## src/rtl/rstseq_pkg.sv

```systemverilog
package rstseq_pkg;

  typedef enum logic [2:0] {
    ST_PORDLY = 3'd0,
    ST_PWRT   = 3'd1,
    ST_OST    = 3'd2,
    ST_PLL    = 3'd3,
    ST_RUN    = 3'd4
  } seq_state_e;

  typedef enum logic [1:0] {
    OSC_INTRC    = 2'd0,
    OSC_EXTCLK   = 2'd1,
    OSC_XTAL     = 2'd2,
    OSC_XTAL_PLL = 2'd3
  } osc_mode_e;

  localparam int unsigned CAUSE_W   = 3;
  localparam int unsigned CAUSE_POR = 0;
  localparam int unsigned CAUSE_BOR = 1;
  localparam int unsigned CAUSE_PIN = 2;

  function automatic logic needs_ost(osc_mode_e m);
    return (m == OSC_XTAL) || (m == OSC_XTAL_PLL);
  endfunction

  function automatic logic needs_pll(osc_mode_e m);
    return m == OSC_XTAL_PLL;
  endfunction

  function automatic seq_state_e clock_stage(osc_mode_e m);
    return needs_ost(m) ? ST_OST : ST_RUN;
  endfunction

  // True on the final cycle of a stage that lasts 'limit' counts.
  function automatic logic last_count(int unsigned count, int unsigned limit);
    return (count + 1) == limit;
  endfunction

  function automatic logic fast_exit(logic pwrt_zero, logic fscm_en);
    return pwrt_zero && !fscm_en;
  endfunction

endpackage

```

## src/rtl/rstseq_cause.sv

```systemverilog
module rstseq_cause
  import rstseq_pkg::*;
(
  input  logic               clk_i,
  input  logic               por_i,
  input  logic               bor_i,
  input  logic               pin_rst_n_i,
  input  logic [CAUSE_W-1:0] clr_i,
  output logic [CAUSE_W-1:0] cause_o
);

  logic [CAUSE_W-1:0] set_vec;

  always_comb begin
    set_vec            = '0;
    set_vec[CAUSE_BOR] = bor_i;
    set_vec[CAUSE_PIN] = !pin_rst_n_i;
  end

  for (genvar i = 0; i < CAUSE_W; i++) begin : g_bit
    localparam logic RST_VAL = (i == CAUSE_POR);
    logic flag_q;

    always_ff @(posedge clk_i or posedge por_i) begin
      if (por_i) flag_q <= RST_VAL;
      else       flag_q <= (flag_q && !clr_i[i]) || set_vec[i];
    end

    assign cause_o[i] = flag_q;

    AST_CAUSE_STICKY: assert property (@(posedge clk_i) disable iff (por_i)
      (flag_q && !clr_i[i]) |=> flag_q);
    AST_CAUSE_SET_WINS: assert property (@(posedge clk_i) disable iff (por_i)
      set_vec[i] |=> flag_q);
  end

endmodule

```

## src/rtl/rstseq_ctrl.sv

```systemverilog
module rstseq_ctrl
  import rstseq_pkg::*;
#(
  parameter int unsigned POR_CYC   = 8,
  parameter int unsigned OST_EDGES = 1024,
  parameter int unsigned PWRT_W    = 8
) (
  input  logic              clk_i,
  input  logic              por_i,
  input  logic              restart_i,
  input  logic [1:0]        osc_mode_i,
  input  logic [PWRT_W-1:0] pwrt_len_i,
  input  logic              fscm_en_i,
  input  logic              osc_tick_i,
  input  logic              pll_lock_i,
  output logic              core_rst_o,
  output logic              clk_en_o
);

  localparam int unsigned W_POR = $clog2(POR_CYC + 1);
  localparam int unsigned W_OST = $clog2(OST_EDGES + 1);
  localparam int unsigned W_MAX = (W_POR > W_OST) ? W_POR : W_OST;
  localparam int unsigned CNT_W = (W_MAX > PWRT_W) ? W_MAX : PWRT_W;

  seq_state_e        st_q, st_d;
  logic [CNT_W-1:0]  cnt_q, cnt_d;
  osc_mode_e         mode_q;
  logic [PWRT_W-1:0] pwrt_q;
  logic              fscm_q;

  // Named stage events, used by the assertions below.
  osc_mode_e  mode_in;
  seq_state_e after_por;
  logic       in_por, por_done, pwrt_done, ost_done, pll_done;

  assign mode_in   = osc_mode_e'(osc_mode_i);
  assign after_por = (pwrt_len_i != '0) ? ST_PWRT : clock_stage(mode_in);
  assign in_por    = (st_q == ST_PORDLY);
  assign por_done  = in_por && last_count(32'(cnt_q), POR_CYC);
  assign pwrt_done = (st_q == ST_PWRT) && last_count(32'(cnt_q), 32'(pwrt_q));
  assign ost_done  = (st_q == ST_OST) && osc_tick_i && last_count(32'(cnt_q), OST_EDGES);
  assign pll_done  = (st_q == ST_PLL) && pll_lock_i;

  always_comb begin
    st_d  = st_q;
    cnt_d = cnt_q;
    if (restart_i) begin
      st_d  = ST_PORDLY;
      cnt_d = '0;
    end else begin
      unique case (st_q)
        ST_PORDLY: begin
          if (por_done) begin st_d = after_por; cnt_d = '0; end
          else cnt_d = cnt_q + 1'b1;
        end
        ST_PWRT: begin
          if (pwrt_done) begin st_d = clock_stage(mode_q); cnt_d = '0; end
          else cnt_d = cnt_q + 1'b1;
        end
        ST_OST: begin
          if (ost_done) begin
            st_d  = needs_pll(mode_q) ? ST_PLL : ST_RUN;
            cnt_d = '0;
          end else if (osc_tick_i) begin
            cnt_d = cnt_q + 1'b1;
          end
        end
        ST_PLL:  if (pll_done) st_d = ST_RUN;
        ST_RUN:  st_d = ST_RUN;
        default: begin st_d = ST_PORDLY; cnt_d = '0; end
      endcase
    end
  end

  always_ff @(posedge clk_i or posedge por_i) begin
    if (por_i) begin
      st_q   <= ST_PORDLY;
      cnt_q  <= '0;
      mode_q <= OSC_INTRC;
      pwrt_q <= '0;
      fscm_q <= 1'b0;
    end else begin
      st_q  <= st_d;
      cnt_q <= cnt_d;
      if (in_por) begin
        mode_q <= mode_in;
        pwrt_q <= pwrt_len_i;
        fscm_q <= fscm_en_i;
      end
    end
  end

  assign clk_en_o   = (st_q == ST_RUN);
  assign core_rst_o = fast_exit(pwrt_q == '0, fscm_q) ? in_por : !clk_en_o;

  AST_OST_NO_OVERFLOW: assert property (@(posedge clk_i) disable iff (por_i)
    (st_q == ST_OST) |-> (32'(cnt_q) < OST_EDGES));
  AST_PLL_HOLD: assert property (@(posedge clk_i) disable iff (por_i)
    (st_q == ST_PLL && !pll_lock_i && !restart_i) |=> (st_q == ST_PLL));
  AST_RESTART_TO_POR: assert property (@(posedge clk_i) disable iff (por_i)
    restart_i |=> (in_por && cnt_q == '0));
  AST_CFG_FROZEN: assert property (@(posedge clk_i) disable iff (por_i)
    !in_por |=> ($stable(mode_q) && $stable(pwrt_q) && $stable(fscm_q)));
  AST_NO_EARLY_TICKS: assert property (@(posedge clk_i) disable iff (por_i)
    (st_q != ST_OST && st_d == ST_OST) |=> (cnt_q == '0));

endmodule

```

## src/rtl/rstseq_top.sv

```systemverilog
module rstseq_top
  import rstseq_pkg::*;
#(
  parameter int unsigned POR_CYC   = 8,
  parameter int unsigned OST_EDGES = 1024,
  parameter int unsigned PWRT_W    = 8
) (
  input  logic              clk_i,
  input  logic              por_i,
  input  logic              bor_i,
  input  logic              pin_rst_n_i,
  input  logic [1:0]        osc_mode_i,
  input  logic [PWRT_W-1:0] pwrt_len_i,
  input  logic              fscm_en_i,
  input  logic              osc_tick_i,
  input  logic              pll_lock_i,
  input  logic [2:0]        cause_clr_i,
  output logic              core_rst_o,
  output logic              clk_en_o,
  output logic [2:0]        cause_o
);

  logic restart;
  assign restart = bor_i || !pin_rst_n_i;

  rstseq_ctrl #(
    .POR_CYC   (POR_CYC),
    .OST_EDGES (OST_EDGES),
    .PWRT_W    (PWRT_W)
  ) u_ctrl (
    .clk_i      (clk_i),
    .por_i      (por_i),
    .restart_i  (restart),
    .osc_mode_i (osc_mode_i),
    .pwrt_len_i (pwrt_len_i),
    .fscm_en_i  (fscm_en_i),
    .osc_tick_i (osc_tick_i),
    .pll_lock_i (pll_lock_i),
    .core_rst_o (core_rst_o),
    .clk_en_o   (clk_en_o)
  );

  rstseq_cause u_cause (
    .clk_i       (clk_i),
    .por_i       (por_i),
    .bor_i       (bor_i),
    .pin_rst_n_i (pin_rst_n_i),
    .clr_i       (cause_clr_i),
    .cause_o     (cause_o)
  );

  AST_CLK_AFTER_RELEASE: assert property (@(posedge clk_i) disable iff (por_i)
    clk_en_o |-> !core_rst_o);
  AST_RUN_HOLDS: assert property (@(posedge clk_i) disable iff (por_i)
    (clk_en_o && !restart) |=> clk_en_o);
  AST_EVENT_HOLDS_CORE: assert property (@(posedge clk_i) disable iff (por_i)
    restart |=> (core_rst_o && !clk_en_o));

endmodule

```

## config.mk

```make
export PLATFORM = sky130hd
export DESIGN_NAME = rstseq_top
export DESIGN_NICKNAME = d
export VERILOG_FILES = /design/src/rtl/rstseq_pkg.sv /design/src/rtl/rstseq_cause.sv /design/src/rtl/rstseq_ctrl.sv /design/src/rtl/rstseq_top.sv
export SDC_FILE = /design/constraint.sdc
export NUM_CORES = 1
export LEC_CHECK = 0
export ABC_AREA = 1
export BUFFER_PORTS_ARGS = -buffer_cell sky130_fd_sc_hd__buf_2
export CORE_MARGIN = 1.5
export CORE_UTILIZATION = 50
export CTS_CLUSTER_SIZE = 14
export DETAILED_ROUTE_END_ITERATION = 16
export GPL_ROUTABILITY_DRIVEN = 0
export MAX_ROUTING_LAYER = met4
export PLACE_DENSITY_LB_ADDON = 0.05
export SYNTH_ARGS = -nofsm -noshare
export SYNTH_HDL_FRONTEND = slang
export SYNTH_SLANG_ARGS = --single-unit
```

## constraint.sdc

```tcl
create_clock -name clk_i -period 3.3 [get_ports clk_i]
set_input_delay 0.66 -clock clk_i [delete_from_list [all_inputs] [get_ports clk_i]]
set_output_delay 0.66 -clock clk_i [all_outputs]
set_load 0.005 [all_outputs]
```

==> metrics, run 1 <==
run status=completed; Power Density=322 nW/um2; WL final=4450 um; crit path DAT=1.54 ns; Final Hold Viols=0; part of the power in combinational logic=0.079; Ys Warns=0; IO Port Bufs=24; unrepaired setup endpoints after global routing=no; Int Power=537 uW; commonest cells after routing, fill and taps aside=nand2_1 (93), inv_1 (39), dfrtp_1 (27), nand3_1 (26), buf_2 (24); Avg Cell Area, Syn=6.70 um2; synthesis-stage register bit count=28; maximum fanout along the worst path=6; Worst R2R Path Depth=12; H-tree depth=1; hpwl dp=3470 um; syn nets=308; Avg WL per Cell=12.4 um; maximum vdd drop=0.000144 V; Tcrit/Tclk final=0.666; clk sinks=28; CTS Buffer Depth=2; Crit path depth=5; Most common cell on crit path=nor2_1; Net Switching=156 uW; Net Sw Frac=0.226; CP top delay family=simple AND/OR/NAND/NOR gates; Hold WC Path Type=in -> async; grt ovf=0; Clk pwr share=0.400; Leakage=1.12 nW; Slew Limit Fails=0; Ports=25; DRC=0; CTS resizes=0; Slew @ Worst Pin=0.481 ns; total power=693 uW; worst rel slew slack=0.677; total CTS buffers=3; Slowest-stage cell, CP=dfrtp_1; post-detailed-route count of antenna-violating nets=0; Mapped Area=1920 um2; core area=3660 um2; Setup crit end kind=output pin; Max-cap violations=0; setup TNS=0 ns; DRT Pass-1 Iters=4; Detailed Route Iter0 Violations=121; Syn Inst Count=286; Layout area overhead=12.3%; CP Cell Sequence=nor2_1 -> inv_1 -> nor2_1 -> a31oi_1 -> buf_2; max incr delay on CP=0.46 ns; die area=4210 um2; Seq pwr share=0.522; GRT Overall Usage=0.232; initial antenna violation count=0; row count=22; Startpoint Class=flip-flop; Yosys cell types=32; CP bufs+invs=2; first-pass GRT wire length=7410 um; Clock Tree Root=clkbuf_8; die width=64.9 um; pin count of the biggest net entering global routing=29; Tmin final=2.20 ns; critical path class=reg -> out; number of global-route vias before repair=1668; most common cell after layout, fill and taps aside=nand2_1; critical path required time=2.64 ns; Worst-Skew Late Latency=0.28 ns; die height=64.9 um; DR vias/cell=5.19; Fin Hold WS=0.431 ns; initial core utilization=0.523; Clock transition at path regs=0.10 ns; Final Setup Violations=0; sequential share of the synthesized area=0.366; share of layout cells above drive strength 1=0.174; CTS tree=done; Final #Nets=334; diodes inserted=0; FMAX=0.455 GHz; clock skew=0.00459 ns; cts hold-fix bufs=0; routed vias=1865; Setup Fix Bufs, Post-CTS=0
-- cells by family after synthesis --
group	synth area share
AND/OR/NAND/NOR	0.430
buffers and inverters	0.0980
AO/OA/AOI/OAI	0.0830
flip-flops	0.366
XOR/XNOR	0.00915
adder cells (fa/ha/maj)	0.0131
-- Yosys cell counts --
master	count	area [um2]
nand2_1	93	349
inv_1	39	146
dfrtp_1	27	676
nand3_1	26	130
nor2_1	23	86.3
o21ai_0	16	80.1
nand2_2	8	50.1
nor3_1	8	40.0
nand4_1	7	43.8
a21oi_1	4	20.0
nor2_2	4	25.0
buf_4	3	22.5
inv_2	3	11.3
nor2_4	3	33.8
clkbuf_1	2	7.51
ha_1	2	25.0
nand3_2	2	20.0
nor4_1	2	12.5
a211oi_1	1	7.51
a21oi_2	1	8.76
a31oi_1	1	6.26
a32oi_1	1	8.76
and3_1	1	6.26
dfstp_2	1	26.3
nand3_4	1	17.5
nor3_2	1	10.0
o21ai_1	1	5.00
o21bai_1	1	7.51
o22ai_1	1	6.26
o41ai_1	1	8.76
xnor2_1	1	8.76
xor2_1	1	8.76
-- routing by layer --
metal  track usage  part of all wire  vias to the layer above
li1              -                 -                      962
met1         0.325              0.48                      865
met2         0.366              0.48                       34
met3        0.0260             0.036                        4
met4        0.0505            0.0081                        0
met5             -                 0                        -
-- worst reg2reg max path, delay by kind of cell (launching register included) --
| family | cells | cell delay (ns) |
|---|---|---|
| fa+ha+maj | 1 | 0.21 |
| flops | 1 | 0.46 |
| compound gates | 1 | 0.08 |
| simple gates | 10 | 1.21 |
-- cell type report --
type                       instances  area (um2)
clock inverter                     1        30.0
clock buffer                       3        41.3
tap                               48        60.1
timing repair buffer              26         135
fill                             372        1510
multi-input combinational        211        1030
inverter                          42         158
sequential                        28         702
-- power by group through the flow --
stage / Combinational, mW / Sequential [mW] / Clock (mW)
CTS: 0.0551 / 0.362 / 0.279
floorplan: 0.0328 / 0.366 / 0
global placement: 0.0541 / 0.368 / 0
finish: 0.0546 / 0.362 / 0.277
detailed placement: 0.0548 / 0.368 / 0
global route: 0.0620 / 0.363 / 0.292
-- stage by stage --
step,instances,worst slack (ns),cell area (um2),utilization
after floorplan,286,1.49,1920,-
after global routing,359,0.959,2150,0.588
after global placement,355,1.27,2080,0.568
after CTS,359,1.10,2150,0.588
final,359,1.10,2150,0.588
after detailed placement,355,1.24,2080,0.568
-- sequential cells by signal, indices dropped and copies added (netlist names) --
name,flops
u_ctrl.cnt_q,11
u_ctrl.pwrt_q,8
u_cause.g_bit.flag_q,3
u_ctrl.st_q,3
u_ctrl.mode_q,2
u_ctrl.fscm_q,1
-- final timing paths --
check	slack, ns	startpoint	end
hold / removal	0.43	por_i	u_cause.g_bit[2].flag_q$_DFF_PP0_
setup / recovery	1.10	u_ctrl.st_q[0]$_DFFE_PP0P_	core_rst_o
setup reg to reg	1.22	u_ctrl.cnt_q[0]$_DFFE_PP0P_	u_ctrl.cnt_q[5]$_DFFE_PP0P_
hold reg to reg	0.44	u_cause.g_bit[0].flag_q$_DFF_PP1_	u_cause.g_bit[0].flag_q$_DFF_PP1_
max in group asynchronous	2.56	por_i	u_cause.g_bit[0].flag_q$_DFF_PP1_
min in group clk_i	0.44	u_cause.g_bit[0].flag_q$_DFF_PP1_	u_cause.g_bit[0].flag_q$_DFF_PP1_
Power figures use the tool's default switching activity.
==> run 2, diff against run 1 <==
==> constraint.sdc (replaced) <==
create_clock -name clk_i -period 1.85 [get_ports clk_i]
set_input_delay 0.37 -clock clk_i [delete_from_list [all_inputs] [get_ports clk_i]]
set_output_delay 0.37 -clock clk_i [all_outputs]
set_load 0.005 [all_outputs]
==> metrics, run 2 (synthesized netlist as in run 1, its figures left out) <==
total power=1.27 mW (+83%); Final Setup Violations=13 (+13); Inst Count DP=373 (+5.1%); clk sinks=28 (unchanged); first-pass GRT wire length=8780 um (+18%); initial antenna violation count=0 (unchanged); commonest cells after routing, fill and taps aside=nand2_1 (75), inv_1 (39), buf_4 (26), dfrtp_1 (25), buf_2 (24); Tcrit/Tclk final=1.09; hpwl dp=3600 um (+3.8%); Startpoint Class=flip-flop; run status=complete, but fails checks; number of flip-flops in the largest register=11 (unchanged); die width=64.9 um (unchanged); RR Endpoint=u_ctrl.cnt_q[2]$_DFFE_PP0P_; Hold WC Path Type=in -> async; critical path class=reg -> reg; Clock Tree Root=clkbuf_8; row count=22 (unchanged); Tmin final=2.01 ns; Fin Hold WS=0.122 ns (-0.309 ns); most common cell after layout, fill and taps aside=nand2_1; Ports=25 (unchanged); H-tree depth=1 (unchanged); CTS Buffer Depth=2 (unchanged); die height=64.9 um (unchanged); Top reg by flops=u_ctrl.cnt_q; total CTS buffers=3 (unchanged); WL final=5320 um (+20%); biggest registers after layout=u_ctrl.cnt_q (11), u_ctrl.pwrt_q (8); Place WS=-0.154 ns (-1.39 ns); reg2reg setup slack=-0.16 ns (-1.38 ns); failing checks=negative setup slack; GRT Overall Usage=0.278 (+0.0460); Final #Nets=364 (+9.0%); Post-Layout Cell Count=389 (+8.4%); core area=3660 um2 (unchanged); Worst R2R Start=u_ctrl.cnt_q[0]$_DFFE_PP0P_; unrepaired setup endpoints after global routing=yes; Slew Limit Fails=0 (unchanged); post-detailed-route count of antenna-violating nets=0 (unchanged); Final WS setup=-0.163 ns (-1.26 ns); crit path DAT=2.19 ns (+0.65 ns); Layout area overhead=37.3%; FMAX=0.497 GHz; maximum vdd drop=0.000299 V (+110%); Slew @ Worst Pin=0.539 ns (+0.0573 ns); Detailed Route Iter0 Violations=183 (+51%); IO Port Bufs=24 (unchanged); DRT Pass-1 Iters=4 (unchanged); clock skew=0.00835 ns (+0.00376 ns); Leakage=1.31 nW (+16%); diodes inserted=0 (unchanged); critical path required time=2.03 ns (-0.61 ns); Non-Filler Cell Area, Final=2630 um2 (+22%); DRC=0 (unchanged); cts hold-fix bufs=0 (unchanged); pin count of the biggest net entering global routing=29 (unchanged); Max-cap violations=0 (unchanged); grt ovf=0 (unchanged); Setup crit end kind=flip-flop; share of layout cells above drive strength 1=0.375 (+0.202); Worst-Skew Late Latency=0.29 ns (about the same); Final Hold Viols=0 (unchanged); initial core utilization=0.523 (unchanged); setup TNS=-1.72 ns (-1.72 ns); number of global-route vias before repair=1977 (+19%); maximum fanout along the worst path=7 (+1); routed vias=2073 (+11%); DR vias/cell=5.33 (+2.6%); Clock transition at path regs=0.10 ns (about the same); final core utilization=0.718 (+0.131); die area=4210 um2 (unchanged); CTS tree=done; Power Density=483 nW/um2 (+50%); worst rel slew slack=0.638 (-0.0385); Worst R2R Path Depth=12 (unchanged); Avg WL per Cell=13.7 um (+10%); post-place instance area=2220 um2 (+6.5%)
[run 2: cell count changes in the layout (fill, tap and decap cells not counted), moves of 3 or more]
| cell | before | now |
|---|---|---|
| buf_4 | 2 | 26 |
| nand2_1 | 93 | 75 |
| nand3_1 | 26 | 12 |
| nand2_2 | 8 | 21 |
| nand3_2 | 2 | 15 |
| buf_6 | 0 | 5 |
| nand2_4 | 0 | 5 |
| nor2_1 | 23 | 20 |
| o21ai_0 | 16 | 13 |
[run 2: metal layers]
metal | global-route usage | vias to the layer above | share of wire
li1 | - | 1022 | -
met1 | 0.362 | 963 | 0.42
met2 | 0.451 | 77 | 0.49
met3 | 0.0295 | 11 | 0.061
met4 | 0.104 | 0 | 0.021
met5 | - | - | 0
[run 2: how the worst max path moves through the flow]
stage	start	to	cells past startpoint	slack (ns)
after floorplan	u_ctrl.cnt_q[0]$_DFFE_PP0P_	u_ctrl.cnt_q[5]$_DFFE_PP0P_	12	0.04
after CTS	u_ctrl.cnt_q[0]$_DFFE_PP0P_	u_ctrl.cnt_q[7]$_DFFE_PP0P_	14	-0.09
final	u_ctrl.cnt_q[0]$_DFFE_PP0P_	u_ctrl.cnt_q[2]$_DFFE_PP0P_	12	-0.16
after global routing	u_ctrl.cnt_q[0]$_DFFE_PP0P_	u_ctrl.st_q[0]$_DFFE_PP0P_	13	-0.28
after global placement	u_ctrl.cnt_q[0]$_DFFE_PP0P_	u_ctrl.cnt_q[2]$_DFFE_PP0P_	12	-0.11
after detailed placement	u_ctrl.cnt_q[1]$_DFFE_PP0P_	u_ctrl.cnt_q[7]$_DFFE_PP0P_	12	-0.15
[run 2: repair_timing]
action                     in CTS  in global routing
pin swaps                      20                 30
gates resized for setup        35                 29
buffers inserted                6                  5
gates cloned                    1                  0
setup endpoints to repair      12                 15
[run 2: worst max-delay path: stages (launching register included)]
cell and delay [ns]:
dfrtp_2 0.45, buf_6 0.12, inv_4 0.03, nor2_4 0.26, nand3_2 0.15, nand2_2 0.12, nand2_2 0.09, nor3_4 0.21
nand2_2 0.09, nand2_4 0.10, nand3_4 0.12, nand2_2 0.09, o21ai_2 0.06
[run 2: report_power, final]
part	internal (mW)	total [mW]	switching [mW]
registers	0.630	0.646	0.0162
clock network	0.290	0.498	0.208
logic	0.0572	0.125	0.0678
total	0.977	1.27	0.292
[run 2: final cells by class]
cell class              count  area [um2]
multi-input cells         212        1260
fillers                   314        1030
flip-flops and latches     28         704
repair buffers             55         372
inverters                  42         160
well taps                  48        60.1
clock buffers               3        41.3
clock inverters             1        30.0
